$ cat src/rtl/mc_pkg.sv
package mc_pkg;
  typedef enum logic [2:0] {FN_ADD, FN_SUB, FN_AND, FN_OR, FN_SLT} alu_fn_e;

  localparam logic [1:0] SRCB_REG  = 2'b00;
  localparam logic [1:0] SRCB_FOUR = 2'b01;
  localparam logic [1:0] SRCB_IMM  = 2'b10;
  localparam logic [1:0] SRCB_IMM4 = 2'b11;

  localparam logic [1:0] PCS_ALU = 2'b00;
  localparam logic [1:0] PCS_OUT = 2'b01;
  localparam logic [1:0] PCS_JMP = 2'b10;

  function automatic alu_fn_e alu_decode(logic [1:0] op, logic [5:0] funct);
    alu_fn_e fn;
    fn = FN_ADD;
    if (op == 2'b01) fn = FN_SUB;
    else if (op == 2'b10) begin
      case (funct)
        6'h22:   fn = FN_SUB;
        6'h24:   fn = FN_AND;
        6'h25:   fn = FN_OR;
        6'h2a:   fn = FN_SLT;
        default: fn = FN_ADD;
      endcase
    end
    return fn;
  endfunction
endpackage

$ cat src/rtl/mc_regfile.sv
module mc_regfile #(
  parameter int DW   = 32,
  parameter int NREG = 32,
  localparam int AW  = $clog2(NREG)
) (
  input  logic          clk_i,
  input  logic          rst_ni,
  input  logic          we_i,
  input  logic [AW-1:0] waddr_i,
  input  logic [DW-1:0] wdata_i,
  input  logic [AW-1:0] raddr_a_i,
  input  logic [AW-1:0] raddr_b_i,
  output logic [DW-1:0] rdata_a_o,
  output logic [DW-1:0] rdata_b_o
);
  logic [DW-1:0] mem_q [NREG];

  always_ff @(posedge clk_i or negedge rst_ni) begin
    if (!rst_ni) begin
      for (int i = 0; i < NREG; i++) mem_q[i] <= '0;
    end else if (we_i && waddr_i != '0) begin
      mem_q[waddr_i] <= wdata_i;
    end
  end

  // entry 0 is never written, so it stays at its reset value of 0
  assign rdata_a_o = mem_q[raddr_a_i];
  assign rdata_b_o = mem_q[raddr_b_i];
endmodule

$ cat src/rtl/mc_alu.sv
module mc_alu
  import mc_pkg::*;
#(
  parameter int DW = 32
) (
  input  logic [DW-1:0] a_i,
  input  logic [DW-1:0] b_i,
  input  alu_fn_e       fn_i,
  output logic [DW-1:0] res_o,
  output logic          zero_o
);
  always_comb begin
    case (fn_i)
      FN_SUB:  res_o = a_i - b_i;
      FN_AND:  res_o = a_i & b_i;
      FN_OR:   res_o = a_i | b_i;
      FN_SLT:  res_o = {{(DW-1){1'b0}}, ($signed(a_i) < $signed(b_i))};
      default: res_o = a_i + b_i;
    endcase
  end

  assign zero_o = (res_o == '0);
endmodule

$ cat src/rtl/mc_datapath.sv
module mc_datapath
  import mc_pkg::*;
#(
  parameter int DW   = 32,
  parameter int NREG = 32
) (
  input  logic          clk_i,
  input  logic          rst_ni,
  input  logic          pc_wr_i,
  input  logic          pc_wr_cond_i,
  input  logic          iord_i,
  input  logic          mem_rd_i,
  input  logic          mem_wr_i,
  input  logic          ir_wr_i,
  input  logic          mem_to_reg_i,
  input  logic [1:0]    pc_src_i,
  input  logic [1:0]    alu_op_i,
  input  logic [1:0]    alu_src_b_i,
  input  logic          alu_src_a_i,
  input  logic          reg_wr_i,
  input  logic          reg_dst_i,
  input  logic [DW-1:0] mem_rdata_i,
  output logic [DW-1:0] mem_addr_o,
  output logic [DW-1:0] mem_wdata_o,
  output logic          mem_rd_o,
  output logic          mem_wr_o,
  output logic [5:0]    opcode_o,
  output logic [5:0]    funct_o,
  output logic          zero_o
);
  localparam int AW = $clog2(NREG);

  logic [DW-1:0] pc_q, ir_q, mdr_q, a_q, b_q, aluout_q;
  logic [DW-1:0] rf_a, rf_b, imm_sx, op_a, op_b, alu_res, pc_next, wr_data;
  logic [AW-1:0] wr_addr;
  logic          alu_zero, pc_en;
  alu_fn_e       alu_fn;

  assign imm_sx = {{(DW-16){ir_q[15]}}, ir_q[15:0]};

  always_comb begin
    op_a = alu_src_a_i ? a_q : pc_q;
    case (alu_src_b_i)
      SRCB_REG:  op_b = b_q;
      SRCB_FOUR: op_b = DW'(4);
      SRCB_IMM:  op_b = imm_sx;
      default:   op_b = imm_sx << 2;
    endcase
    case (pc_src_i)
      PCS_OUT: pc_next = aluout_q;
      PCS_JMP: pc_next = {pc_q[DW-1:DW-4], ir_q[25:0], 2'b00};
      default: pc_next = alu_res;
    endcase
  end

  assign alu_fn  = alu_decode(alu_op_i, ir_q[5:0]);
  assign pc_en   = pc_wr_i | (pc_wr_cond_i & alu_zero);
  assign wr_addr = reg_dst_i ? ir_q[11+AW-1:11] : ir_q[16+AW-1:16];
  assign wr_data = mem_to_reg_i ? mdr_q : aluout_q;

  mc_alu #(.DW(DW)) u_alu (
    .a_i   (op_a),
    .b_i   (op_b),
    .fn_i  (alu_fn),
    .res_o (alu_res),
    .zero_o(alu_zero)
  );

  mc_regfile #(.DW(DW), .NREG(NREG)) u_rf (
    .clk_i    (clk_i),
    .rst_ni   (rst_ni),
    .we_i     (reg_wr_i),
    .waddr_i  (wr_addr),
    .wdata_i  (wr_data),
    .raddr_a_i(ir_q[21+AW-1:21]),
    .raddr_b_i(ir_q[16+AW-1:16]),
    .rdata_a_o(rf_a),
    .rdata_b_o(rf_b)
  );

  always_ff @(posedge clk_i or negedge rst_ni) begin
    if (!rst_ni) begin
      pc_q     <= '0;
      ir_q     <= '0;
      mdr_q    <= '0;
      a_q      <= '0;
      b_q      <= '0;
      aluout_q <= '0;
    end else begin
      if (pc_en)   pc_q <= pc_next;
      if (ir_wr_i) ir_q <= mem_rdata_i;
      // these four carry values only into the next cycle, so they load every edge
      mdr_q    <= mem_rdata_i;
      a_q      <= rf_a;
      b_q      <= rf_b;
      aluout_q <= alu_res;
    end
  end

  assign mem_addr_o  = iord_i ? aluout_q : pc_q;
  assign mem_wdata_o = b_q;
  assign mem_rd_o    = mem_rd_i;
  assign mem_wr_o    = mem_wr_i;
  assign opcode_o    = ir_q[31:26];
  assign funct_o     = ir_q[5:0];
  assign zero_o      = alu_zero;
endmodule

$ cat config.mk
export PLATFORM = sky130hd
export DESIGN_NAME = mc_datapath
export DESIGN_NICKNAME = d
export VERILOG_FILES = /design/src/rtl/mc_pkg.sv /design/src/rtl/mc_regfile.sv /design/src/rtl/mc_alu.sv /design/src/rtl/mc_datapath.sv
export SDC_FILE = /design/constraint.sdc
export NUM_CORES = 2
export LEC_CHECK = 0
export BUFFER_PORTS_ARGS = -buffer_cell sky130_fd_sc_hd__buf_2
export CAP_MARGIN = 20
export CORE_MARGIN = 10
export CORE_UTILIZATION = 40
export CTS_BUF_LIST = sky130_fd_sc_hd__clkbuf_4 sky130_fd_sc_hd__clkbuf_8 sky130_fd_sc_hd__clkbuf_16
export DETAILED_ROUTE_END_ITERATION = 8
export GPL_ROUTABILITY_DRIVEN = 0
export PLACE_DENSITY = 0.52
export SLEW_MARGIN = 20
export SYNTH_ARGS = -nofsm -noshare
export SYNTH_HDL_FRONTEND = slang
export SYNTH_HIERARCHICAL = 1
export SYNTH_SLANG_ARGS = --single-unit
$ cat constraint.sdc
create_clock -name clk_i -period 13.4 [get_ports clk_i]
set_input_delay 0.67 -clock clk_i [delete_from_list [all_inputs] [get_ports clk_i]]
set_output_delay 0.67 -clock clk_i [all_outputs]
set_load 0.005 [all_outputs]
# == After elaboration in Yosys (flattened, before gate mapping) ==
# Index checks and enable logic that the tools add are counted.
# word_totals
reg_bits,1216
inputBits,50
output_inout_bits,79
elab_cells,93
# classes
n_addsub,2
n_lt_le_gt_ge,5
eq_ne,14
n_mux,19
n_bitwise,8
n_reduce_logical,6
# ops
cell,n
$bwmux W1024,1
$bmux W32 S5,2
$mux W32,8
$demux W32 S5,1
$pmux W32 S4,1
$pmux W32 S3,1
$pmux W32 S2,1
$add A32 B32 Y32,1
$and A32 B32 Y32,1
$logic_not A32 Y1,1
$lt A32 B32 Y1,1
$or A32 B32 Y32,1
$sub A32 B32 Y32,1
$eq A6 B6 Y1 const B,4
$ge A6 B6 Y1 const B,3
$not A5 Y6,3
$pmux W3 S4,1
$eq A2 B1 Y1 const B,3
$eq A2 B2 Y1 const B,3
$eq A3 B2 Y1 const B,2
$lt A6 B1 Y1 const B,1
$mux W3,2
$mux W5,1
$reduce_bool A5 Y1,1
8 further kinds,9

# == Depth between registers and ports, before layout ==
# depth
word_depth,10
depth_mapped,23
ltp_nobuf,19

# == Modules after synthesis ==
# Netlist, hierarchy kept.
# by_module_without_submodules
module,n_inst,cells_each,area_each_um2
mc_regfile,1,4601,55931.1
mc_datapath,1,589,8207.9
mc_alu,1,854,5507.8

# == Least setup slack after synthesis ==
# Ideal clock, no wire load.
# synth_timing
path_kind,in2out
from,input port alu_src_b_i[1]
to,output port zero_o
t_arrival_ns,4.536
required_ns,12.730
setup_slack_ns,8.194
stages,17
cell_sequence,buf_2 buf_4 mux2i_1 nor2_1 ha_1 fa_1 o21ba_1 or4_4 a211o_1 a2111o_1 a21oi_4 or2b_1 a41oi_2 a2111oi_2 and4_1 nand4b_1 nor4_2
# synth_via
elab_chain_len,5
word_cells_on_any_way,11
# synth_lines
item,line,source
"start, declared",mc_datapath.sv:18,"input logic [1:0] alu_src_b_i,"
$eq A2 B2 Y1 (tied with other cells),mc_datapath.sv:43,case (alu_src_b_i)
$pmux W32 S3 (*),mc_datapath.sv:43,
net op_b[0],mc_datapath.sv:34,"logic [DW-1:0] rf_a, rf_b, imm_sx, op_a, op_b, alu_res, pc_next, wr_data;"
$add A32 B32 Y32 (tied with other cells),mc_alu.sv:18,default: res_o = a_i + b_i;
$pmux W32 S4 (*),mc_alu.sv:13,case (fn_i)
net alu_res[0],mc_datapath.sv:34,
$logic_not A32 Y1 (*),mc_alu.sv:22,assign zero_o = (res_o == '0);
"end, declared",mc_datapath.sv:29,output logic zero_o
# Mark *: on every way through the listed nets, which the timed path passes. The rest lies on a longest branch.

# == Final worst setup path ==
# layout_timing
from,input port alu_src_b_i[1]
to,output port zero_o
# layout_via
elab_chain_len,5
word_cells_on_any_way,11
# layout_lines
item,line
$eq A2 B2 Y1 (tied with other cells),mc_datapath.sv:43
$pmux W32 S3 (*),mc_datapath.sv:43
net op_b[1],mc_datapath.sv:34
$add A32 B32 Y32 or $sub A32 B32 Y32 (tied branches),"mc_alu.sv:18, mc_alu.sv:14"
$pmux W32 S4 (*),mc_alu.sv:13
net alu_res[29],mc_datapath.sv:34
$logic_not A32 Y1 (*),mc_alu.sv:22
# Marks and branches as above.

==> metrics.csv <==
metric;value;unit
accumulated negative setup slack;0;ns
FF-to-FF End;pc_q[30];
average instance area after synthesis;11.5;sq um
register-to-register setup slack;6.92;ns
portion of the post-synthesis area used by sequential elements;43.7;%
via density per instance;6.08;
part of the cycle the worst path needs;53.2;%
worst flop-to-flop path startpoint;mem_wdata_o[1];
data arrival time of the critical path;6.45;ns
number of detailed-route iterations in the first pass;7;
combinational share of power;34.0;%
post-detailed-placement half-perimeter wirelength;149000;microns
post-synth net total;6194;
peak supply drop;0.143;mV
Setup Crit Path Kind;in2out;
Cells after Synth;6044;
Final Skew;0.0313;ns
cell taking the most area after synthesis;dfrtp_1;
nets;6020;
number of buffers inserted by port buffering;124;
family with the most delay on the worst path;compound AO/OA/AOI/OAI gates;
Die ar.;0.191;sq mm
total of flip-flops plus latches after synthesis;1216;
CTS clk-pin slew, worst paths;0.06;ns
count of endpoints failing hold in the final timing report;0;
switching power total;5840;uW
via count;50600;
number of buffers added by the clock tree synthesis step;140;
data required time at the worst endpoint;12.73;ns
Hold Path Class;in2reg;
relative max-transition margin;22.5;%
depth of the most critical reg-to-reg path;19;
buffers and inverters on the worst path;3;
number of buffers between clock root and the deepest sink;3;
global-route wire length before repair;360000;microns
Floorplan Core Area;0.173;sq mm
Antenna Violating Nets Remaining;0;
Post-CTS Setup Repair Bufs;0;
Die Ht;437;microns
initial cell density of the core;40.2;%
number of enable-type register cells in the synthesized netlist;0;
sequential group share of total power;40.4;%
site row count;153;
most frequently used cell type in the post-synthesis netlist;dfrtp_1;
hold-critical path depth;1;
primary flip-flop cell chosen by synthesis mapping;dfrtp_1;
CP max stage cell;o311ai_0;
FFs w/ async S/R, synth;100;%
switching power share of the total;36.4;%
Synth Warn #;6;
part of the power in the clock network;25.5;%
fill cell total of the finished layout;16200;
end-of-flow core utilization;44.2;%
share of the synthesized area in the top cell type;43.7;%
transition time of the tightest slew-check pin;1.16;ns
via count of the first global-routing pass;50700;
count of different cell masters after synthesis;91;
largest net degree at the start of global routing;147;
number of design-rule violations left by the first detailed-router iteration;4712;
quantity of hold-fixing buffers added after cts;31;
endpoint class of the critical path;output port;
Fmax achieved;140;MHz
unrepaired setup endpoints after global routing;false;
post-cts resize count;0;
number of antenna violations at the first check in global routing;8;
Post-Syn Area;0.0696;sq mm
Chip Width;437;microns
post-layout min period;7.12;ns
Synth top cells by count;1,216 x dfrtp_1, 1,053 x mux2i_1, 970 x mux2_2;
Synth area leaders;dfrtp_1 44%, mux2_2 16%, mux2i_1 15%;
maximum capacitance violations;0;
Leak Pwr;0.0355;uW
worst path cell trace;buf_2 > mux2i_1 > nor2_1 > inv_1 > ha_1 > nor2_1 > o311ai_0 > a21oi_1 > nor3_1 > a22oi_1 > a2111oi_0 > mux2i_1 > o211ai_1 > nor4_1 > nand4b_1 > nor4_2 > buf_2;
clock tree from TritonCTS;yes;
origin of the worst min-delay path;mem_rdata_i[24];
clock sinks;1216;
share of layout cells above drive strength 1;26.5;%
Clk Tree Root Cell;clkbuf_16;
final setup vio count;0;
Largest stage delay, worst path;0.80;ns
average routed wire per standard cell;29.9;microns
overflow left after global routing;0;
Pint;10200;uW
num ports;129;
status;finished, final reports clean;
total routing usage reported by global routing;25.1;%
layout overhead on the synthesized area;9.97;%
clock latency at the later pin of the worst-skew pair;0.81;ns
Pwr per Cell Area;210;mW/mm^2
pre-CTS WS;6.19;ns
crit start category;input pin;
slack of the critical path;6.28;ns
WHS Endpoint;mdr_q[24];
critical path peak fanout;33;
remaining design rule violation count;0;
H-tree depth;4;
Max Transition Viols Final;0;
total wirelength of the detailed-routed design;249000;microns
-- power by group through the flow --
stage	clock (uW)	combinational (uW)	sequential (uW)
4_1_cts	4180	5410	6470
6_report	4100	5470	6500
2_1_floorplan	0	4050	6050
5_1_grt	4320	5930	6700
3_5_place_dp	0	5380	6530
3_3_place_gp	0	5300	6460
-- worst register-to-register path: cells and delay by family, from the launching register on --
family / cells / cell delay [ns]
buffers and inverters: 2 / 0.49
DFF: 1 / 0.62
and+or+nand+nor: 7 / 2.24
adders and majority gates: 1 / 0.32
AOI/OAI and AO/OA: 7 / 2.35
muxes: 2 / 0.39
-- area by class of cell --
cell class,count,area [sq um],area share (%)
antenna,6,15.0,0.0196
clock buffer,201,4230,5.52
clock inverter,53,711,0.928
inverter,103,387,0.505
multi-input combinational,4140,35900,46.9
sequential,1216,30400,39.7
tap,2325,2910,3.80
timing repair buffer,269,2000,2.62
-- per-stage QoR --
stage	std cells	hold WS, ns	total power [uW]	area [sq um]
2_1_floorplan	6044	0.374	10100	69600
3_3_place_gp	8018	0.384	11800	71300
3_5_place_dp	8021	0.388	11900	71300
4_1_cts	8306	0.0120	16100	76600
5_1_grt	8307	0.0253	17000	76600
6_report	8313	0.0573	16100	76600
-- per-layer routing --
| layer | global-route usage, % | share of wire, % | vias to the layer above |
|---|---|---|---|
| li1 | - | - | 21800 |
| met1 | 34.3 | 44 | 26400 |
| met2 | 39.6 | 45 | 1865 |
| met3 | 4.13 | 6.1 | 508 |
| met4 | 9.90 | 4.2 | 4 |
| met5 | 0 | 0.0092 | - |
-- logic make-up after synthesis --
| group | synth area share [%] |
|---|---|
| muxes | 33.4 |
| DFF | 43.7 |
| AOI/OAI and AO/OA | 9.88 |
| and+or+nand+nor | 6.12 |
| buffers and inverters | 4.99 |
| adders and majority gates | 1.82 |
| xor gates and xnor gates | 0.126 |
-- worst max path at each step --
stage,startpoint,end,slack (ns),cells past startpoint
2_1_floorplan,alu_src_b_i[1],zero_o,8.19,17
3_3_place_gp,alu_src_b_i[1],pc_q[28],6.43,20
3_5_place_dp,alu_src_b_i[1],pc_q[30],6.19,20
4_1_cts,ir_q[5],zero_o,6.26,16
5_1_grt,alu_src_b_i[1],zero_o,5.88,17
6_report,alu_src_b_i[1],zero_o,6.28,17
-- state kept, by name, summed over array words and instances (netlist names) --
register     flops
a_q             32
mdr_q           32
u_rf/mem_q    1024
pc_q            32
ir_q            32
mem_wdata_o     32
aluout_q        32
-- cell usage in the layout, fill, tap and decap left out, types with 43 or more instances in the layout --
cell / n
a31oi_1: 73
clkbuf_16: 144
a22o_1: 131
inv_1: 103
nand3_1: 222
a21oi_1: 273
ha_1: 96
buf_2: 123
mux2_1: 145
mux2_2: 983
dfrtp_1: 1214
nand2_1: 284
mux2i_1: 1053
nor3_1: 86
nor2_1: 92
o21ai_0: 47
buf_4: 97
nor2b_1: 43
a22oi_1: 201
Power figures use the tool's default switching activity.
